[src/rtl/ttc_pkg.sv]
package ttc_pkg;
    localparam int NUM_REG_KINDS = 9;
    localparam int NUM_MATCH     = 3;
    localparam int STAT_W        = 6;
    localparam int CTL_W         = 7;

    typedef enum logic [3:0] {
        RK_CLKCTL = 4'd0,
        RK_CNTCTL = 4'd1,
        RK_COUNT  = 4'd2,
        RK_LIMIT  = 4'd3,
        RK_CMP1   = 4'd4,
        RK_CMP2   = 4'd5,
        RK_CMP3   = 4'd6,
        RK_STAT   = 4'd7,
        RK_ENA    = 4'd8
    } reg_kind_e;

    typedef enum logic {
        CH_HALT = 1'b0,
        CH_RUN  = 1'b1
    } run_state_e;
endpackage

[src/rtl/ttc_divider.sv]
module ttc_divider #(
    parameter int PSW = 4
) (
    input  logic           clk,
    input  logic           rst_n,
    input  logic           run,
    input  logic           restart,
    input  logic           bypass,
    input  logic [PSW-1:0] exp_n,
    output logic           tick
);
    localparam int PCW = (1 << PSW) + 1;

    logic [PCW-1:0] phase_q;
    logic [PCW-1:0] limit;
    logic           hit;

    // terminal phase is 2^(N+1)-1
    assign limit = (PCW'(2) << exp_n) - PCW'(1);
    assign hit   = (phase_q == limit);
    assign tick  = run && (bypass || hit);

    always_ff @(posedge clk) begin
        if (!rst_n || restart) begin
            phase_q <= '0;
        end else if (run && !bypass) begin
            phase_q <= hit ? '0 : phase_q + PCW'(1);
        end
    end
endmodule

[src/rtl/ttc_channel.sv]
module ttc_channel
    import ttc_pkg::*;
#(
    parameter int CW  = 16,
    parameter int PSW = 4
) (
    input  logic          clk,
    input  logic          rst_n,
    input  logic          wr_en,
    input  reg_kind_e     wr_kind,
    input  logic [CW-1:0] wdata,
    input  reg_kind_e     rd_kind,
    output logic [CW-1:0] rd_data,
    output logic          irq
);
    run_state_e          state_q, state_d;
    logic [PSW:0]        clkctl_q;
    logic [CTL_W-1:0]    ctl_q;
    logic [CW-1:0]       cnt_q;
    logic [CW-1:0]       limit_q;
    logic [CW-1:0]       cmp_q [NUM_MATCH];
    logic [STAT_W-1:0]   stat_q, ena_q, set_ev, clr_mask;
    logic [CTL_W-1:0]    ctl_rb;
    logic                wr_ctl, restart, tick, step, at_limit, at_top;

    assign wr_ctl  = wr_en && (wr_kind == RK_CNTCTL);
    assign restart = wr_ctl && wdata[4];

    // run controller: START / STOP transitions
    always_ff @(posedge clk) begin
        if (!rst_n) state_q <= CH_HALT;
        else        state_q <= state_d;
    end

    always_comb begin
        state_d = state_q;
        unique case (state_q)
            CH_HALT: if (wr_ctl && !wdata[0]) state_d = CH_RUN;
            CH_RUN:  if (wr_ctl &&  wdata[0]) state_d = CH_HALT;
        endcase
    end

    ttc_divider #(.PSW(PSW)) u_div (
        .clk     (clk),
        .rst_n   (rst_n),
        .run     (state_q == CH_RUN),
        .restart (restart),
        .bypass  (!clkctl_q[0]),
        .exp_n   (clkctl_q[PSW:1]),
        .tick    (tick)
    );

    assign step     = tick && !restart;
    assign at_limit = ctl_q[1] && (cnt_q == limit_q);
    assign at_top   = !ctl_q[1] && (cnt_q == {CW{1'b1}});

    always_ff @(posedge clk) begin
        if (!rst_n || restart) cnt_q <= '0;
        else if (step)         cnt_q <= at_limit ? '0 : cnt_q + CW'(1);
    end

    // plain configuration registers
    always_ff @(posedge clk) begin
        if (!rst_n) begin
            clkctl_q <= '0;
            ctl_q    <= CTL_W'(7'h20);
            limit_q  <= '0;
            ena_q    <= '0;
        end else if (wr_en) begin
            unique case (wr_kind)
                RK_CLKCTL: clkctl_q <= wdata[PSW:0];
                RK_CNTCTL: ctl_q    <= wdata[CTL_W-1:0];
                RK_LIMIT:  limit_q  <= wdata;
                RK_ENA:    ena_q    <= wdata[STAT_W-1:0];
                default:   ;
            endcase
        end
    end

    for (genvar m = 0; m < NUM_MATCH; m++) begin : g_cmp
        always_ff @(posedge clk) begin
            if (!rst_n)
                cmp_q[m] <= '0;
            else if (wr_en && (wr_kind == reg_kind_e'(4'(int'(RK_CMP1) + m))))
                cmp_q[m] <= wdata;
        end
        assign set_ev[m+1] = step && ctl_q[3] && (cnt_q == cmp_q[m]);
    end

    assign set_ev[0] = step && at_limit;
    assign set_ev[4] = step && at_top;
    assign set_ev[5] = 1'b0;

    assign clr_mask = (wr_en && (wr_kind == RK_STAT)) ? wdata[STAT_W-1:0] : '0;

    always_ff @(posedge clk) begin
        if (!rst_n) stat_q <= '0;
        else        stat_q <= (stat_q & ~clr_mask) | set_ev;
    end

    assign irq    = |(stat_q & ena_q);
    assign ctl_rb = {ctl_q[6:5], 1'b0, ctl_q[3:1], state_q == CH_HALT};

    always_comb begin
        case (rd_kind)
            RK_CLKCTL: rd_data = CW'(clkctl_q);
            RK_CNTCTL: rd_data = CW'(ctl_rb);
            RK_COUNT:  rd_data = cnt_q;
            RK_LIMIT:  rd_data = limit_q;
            RK_CMP1:   rd_data = cmp_q[0];
            RK_CMP2:   rd_data = cmp_q[1];
            RK_CMP3:   rd_data = cmp_q[2];
            RK_STAT:   rd_data = CW'(stat_q);
            RK_ENA:    rd_data = CW'(ena_q);
            default:   rd_data = '0;
        endcase
    end

    // halted count is frozen unless restarted
    a_r5_halt_holds: assert property (@(posedge clk) disable iff (!rst_n)
        (state_q == CH_HALT && !restart) |=> $stable(cnt_q));
    // restart always yields a zero count
    a_r6_restart_zero: assert property (@(posedge clk) disable iff (!rst_n)
        restart |=> (cnt_q == '0));
    // limit match wraps to zero and flags
    a_r7_limit_wrap: assert property (@(posedge clk) disable iff (!rst_n)
        (tick && !restart && ctl_q[1] && cnt_q == limit_q) |=> (cnt_q == '0 && stat_q[0]));
    // an event wins over a same-cycle clear
    a_r10_set_wins: assert property (@(posedge clk) disable iff (!rst_n)
        set_ev[0] |=> stat_q[0]);
    // overflow step leaves status bit 4 set
    a_r8_overflow_flag: assert property (@(posedge clk) disable iff (!rst_n)
        set_ev[4] |=> (stat_q[4] && cnt_q == '0));
endmodule

[src/rtl/ttc3_timer.sv]
module ttc3_timer
    import ttc_pkg::*;
#(
    parameter int NUM_CH = 3,
    parameter int CW     = 16,
    parameter int PSW    = 4,
    parameter int AW     = 8
) (
    input  logic              clk,
    input  logic              rst_n,
    input  logic [AW-1:0]     bus_addr,
    input  logic              bus_we,
    input  logic [31:0]       bus_wdata,
    output logic [31:0]       bus_rdata,
    output logic [NUM_CH-1:0] irq
);
    localparam int WW = AW - 2;

    logic [WW-1:0]  word, kind_raw, ch_raw;
    logic           in_map;
    reg_kind_e      kind;
    logic [CW-1:0]  ch_rd [NUM_CH];
    logic           unused_bits;

    // interleaved window: word index = kind * NUM_CH + channel
    assign word     = bus_addr[AW-1:2];
    assign kind_raw = word / WW'(NUM_CH);
    assign ch_raw   = word % WW'(NUM_CH);
    assign in_map   = kind_raw < WW'(NUM_REG_KINDS);
    assign kind     = reg_kind_e'(kind_raw[3:0]);

    assign unused_bits = &{1'b0, bus_addr[1:0], bus_wdata[31:CW]};

    for (genvar i = 0; i < NUM_CH; i++) begin : g_ch
        ttc_channel #(.CW(CW), .PSW(PSW)) u_ch (
            .clk     (clk),
            .rst_n   (rst_n),
            .wr_en   (bus_we && in_map && (ch_raw == WW'(i))),
            .wr_kind (kind),
            .wdata   (bus_wdata[CW-1:0]),
            .rd_kind (kind),
            .rd_data (ch_rd[i]),
            .irq     (irq[i])
        );
    end

    always_comb begin
        bus_rdata = '0;
        for (int i = 0; i < NUM_CH; i++) begin
            if (in_map && (ch_raw == WW'(i))) bus_rdata = 32'(ch_rd[i]);
        end
    end
endmodule

[config.mk]
export PLATFORM = sky130hd
export DESIGN_NAME = ttc3_timer
export DESIGN_NICKNAME = d
export VERILOG_FILES = /design/src/rtl/ttc_pkg.sv /design/src/rtl/ttc_divider.sv /design/src/rtl/ttc_channel.sv /design/src/rtl/ttc3_timer.sv
export SDC_FILE = /design/constraint.sdc
export NUM_CORES = 1
export LEC_CHECK = 0
export CAP_MARGIN = 20
export CORE_MARGIN = 1
export CORE_UTILIZATION = 35
export DETAILED_ROUTE_END_ITERATION = 8
export GPL_TIMING_DRIVEN = 0
export PLACE_DENSITY = 0.59
export SLEW_MARGIN = 30
export SYNTH_ARGS = -nofsm -noshare
export SYNTH_HDL_FRONTEND = slang
export SYNTH_SLANG_ARGS = --single-unit
[constraint.sdc]
create_clock -name clk -period 17.6 [get_ports clk]
set_clock_uncertainty 0.05 [all_clocks]
set_input_delay 3.52 -clock clk [delete_from_list [all_inputs] [get_ports clk]]
set_output_delay 3.52 -clock clk [all_outputs]
set_load 0.02 [all_outputs]
==> results_dict.tcl <==
set metrics [dict create \
    synth-edff-count 144 \
    cp_cell_sequence "clkdlybuf4s50_1 > buf_2 > or3b_2 > nand3_1 > and2_1 > clkbuf_1 > ha_1 > buf_2 > o31ai_4 > a21oi_1 > nor2_1 > ha_1 > a41o_1 > a2111oi_2 > o211ai_1 > nor3_1 > clkbuf_1 > clkbuf_1 > a22oi_1 > nand2_1 > a211oi_1 > a31oi_1 > clkdlybuf4s50_1" \
    status "complete, but fails checks" \
    postRouteWirelength_mm 80.9 \
    pre_cts_slack_ns 3.12 \
    dieArea_sq_um 62200 \
    syn_avg_cell_area_sq_um 9.05 \
    fin_nets 2530 \
    clk_latency_ns 0.59 \
    cp_slowest_cell "clkdlybuf4s50_1" \
    post-route-util 0.405 \
    dp.cells 3214 \
    fmax_mhz 68.3 \
    hold_slack_ns 0.434 \
    cts-root-buf "clkbuf_16" \
    antenna_found_initial 2 \
    critPathMaxStageDelay_ns 0.72 \
    drv_slew 0 \
    synth_cells 2367 \
    vdd_drop_max_uv 62.0 \
    final-setup-viol-count 0 \
    hp-class "register to register" \
    min_period_ns 14.65 \
    gr-total-overflow 0 \
    grt_use_total 0.254 \
    synth_flop_cell "dfxtp_1" \
    ys_async_sr_fraction 0 \
    synth_area_leader_cell "dfxtp_1" \
    io_buffers 41 \
    synth_cell_types 94 \
    leakage_nw 8.58 \
    ys_warn_count 0 \
    syn_to_final_growth_pct 14.3 \
    placed_cell_area_sq_um 23000 \
    synth-seq-cells 360 \
    vias 19487 \
    startpoint_type "input port" \
    yosysMostFrequentCell "dfxtp_1" \
    ys_seq_area_frac 0.404 \
    layout_setup_ws_ns 2.95 \
    grt_pass1_wl_mm 120 \
    cts_hold_buffers 0 \
    clk_pin_slew_ns 0.05 \
    required_ns 14.03 \
    stdcell_count 3293 \
    drc_errors 2 \
    cts-resized-gates 0 \
    grt_max_degree 17 \
    hpwlAfterDp_mm 61.1 \
    fillers 5982 \
    start_util 0.354 \
    numClockSinks 360 \
    worst_setup_path_end_kind "primary output" \
    num_rows 90 \
    h-tree-depth 2 \
    first_pass_iters 9 \
    cts_buffers 42 \
    critPathKind "input port to primary output" \
    rsz0062_at_grt "no" \
    relSlewSlack 0.288 \
    cts_tree "built" \
    io_pins 78 \
    cts_max_path_buffers 3 \
    fin_tns_setup_ns 0 \
    fin_crit_sh 0.832 \
    cp.arrival_ns 11.08 \
    drv_cap 0 \
    antenna_left 0 \
    tightest_slew_ns 1.06 \
    die_h_um 249 \
    synth_area_leaders "dfxtp_1, edfxtp_1, xor2_1, xnor2_1, and2_1" \
    fp.dieW_um 249 \
    power.density_nw_per_um2 84.3 \
    gp_congestion 1.00 \
    total_power_mw 2.06 \
    violations "design-rule violations" \
    post-cts-setup-buffers 0 \
    synth_common_cells "dfxtp_1, nand2_1, clkbuf_1, xor2_1, and2_1" \
    final_hold_viol_count 0 \
    dr.first_iter.drc_count 2688 \
    syn-cell-area_sq_um 21400 \
    final_area_sq_um 24500 \
    cp_max_fo 10 \
    drive_gt1_frac 0.0805 \
    yosysTopAreaCellShare 0.202 \
    core_sq_um 60500 \
    routedWlPerCell_um 24.6 \
    cpMostUsedCell "clkbuf_1" \
    grt_pass1_vias 18332 \
    viasPerCell 5.92 \
]
[cell usage in the layout, fill, tap and decap left out, drive strengths merged, types with 27 or more instances in the layout]
| master | synthesis | routed |
|---|---|---|
| o21ai | 84 | 84 |
| o211ai | 27 | 27 |
| nor4 | 45 | 45 |
| inv | 40 | 41 |
| or4 | 31 | 31 |
| nand3 | 88 | 88 |
| a21oi | 90 | 90 |
| nand4 | 55 | 55 |
| nand2 | 212 | 212 |
| a22oi | 80 | 80 |
| and2 | 147 | 147 |
| clkdlybuf4s50 | 0 | 41 |
| o31ai | 32 | 32 |
| a31oi | 35 | 35 |
| mux2i | 80 | 80 |
| xor2 | 150 | 150 |
| nor3 | 29 | 29 |
| nor2 | 132 | 132 |
| clkbuf | 158 | 220 |
| edfxtp | 144 | 144 |
| dfxtp | 216 | 216 |
| buf | 74 | 83 |
| and3 | 32 | 32 |
| xnor2 | 120 | 120 |
[cell type report]
type,count,area (sq um),share of cell area
antenna,3,7.51,0.000307
clock buffer,62,1240,0.0507
tap,782,978,0.0400
multi-input combinational,1749,11700,0.478
buffer,232,1050,0.0429
timing repair buffer,50,508,0.0207
inverter,41,154,0.00629
clock inverter,14,199,0.00813
sequential,360,8650,0.353
[worst max-delay path, delay by kind of cell]
family | cells | cell delay [ns]
buffers and inverters | 7 | 3.24
AOI/OAI and AO/OA | 8 | 2.27
and+or+nand+nor | 6 | 1.43
adders and majority gates | 2 | 0.58
[where the power goes]
group,leakage (nW),internal [mW],switching (mW)
clock network,0.710,0.561,0.374
logic,4.77,0.0653,0.160
registers,3.11,0.886,0.0172
[per-layer routing]
layer,up-vias,track usage,routed length (um)
met5,-,0,0
met4,0,0.102,3090
met3,159,0.0434,7230
met2,1019,0.404,36500
met1,9503,0.342,34100
li1,8806,-,-
[flip-flops by register name (all words and copies together) (netlist names), named ones only]
name,flops
g_ch.u_ch.clkctl_q,15
g_ch.u_ch.limit_q,48
g_ch.u_ch.ena_q,18
g_ch.u_ch.cmp_q,144
g_ch.u_ch.stat_q,18
g_ch.u_ch.ctl_q,15
g_ch.u_ch.cnt_q,48
g_ch.u_ch.u_div.phase_q,51
[logic make-up after synthesis]
family,count (synthesis),synth area share
adders and majority gates,11,0.00642
DFF,360,0.404
muxes,81,0.0379
AOI/OAI and AO/OA,512,0.169
xor gates and xnor gates,270,0.111
buffers and inverters,273,0.0562
other,1,0.000175
and+or+nand+nor,859,0.216
[final timing paths]
check                                 from                endpoint  slack [ns]  cells after the start
setup reg to reg  g_ch[0].u_ch.clkctl_q[4]  g_ch[0].u_ch.stat_q[1]       12.36                     15
setup / recovery               bus_addr[5]            bus_rdata[7]        2.95                     23
hold reg to reg                   register                register        0.43                      2
hold / removal                    register                register        0.43                      2
(Power assumes the default switching activity.)
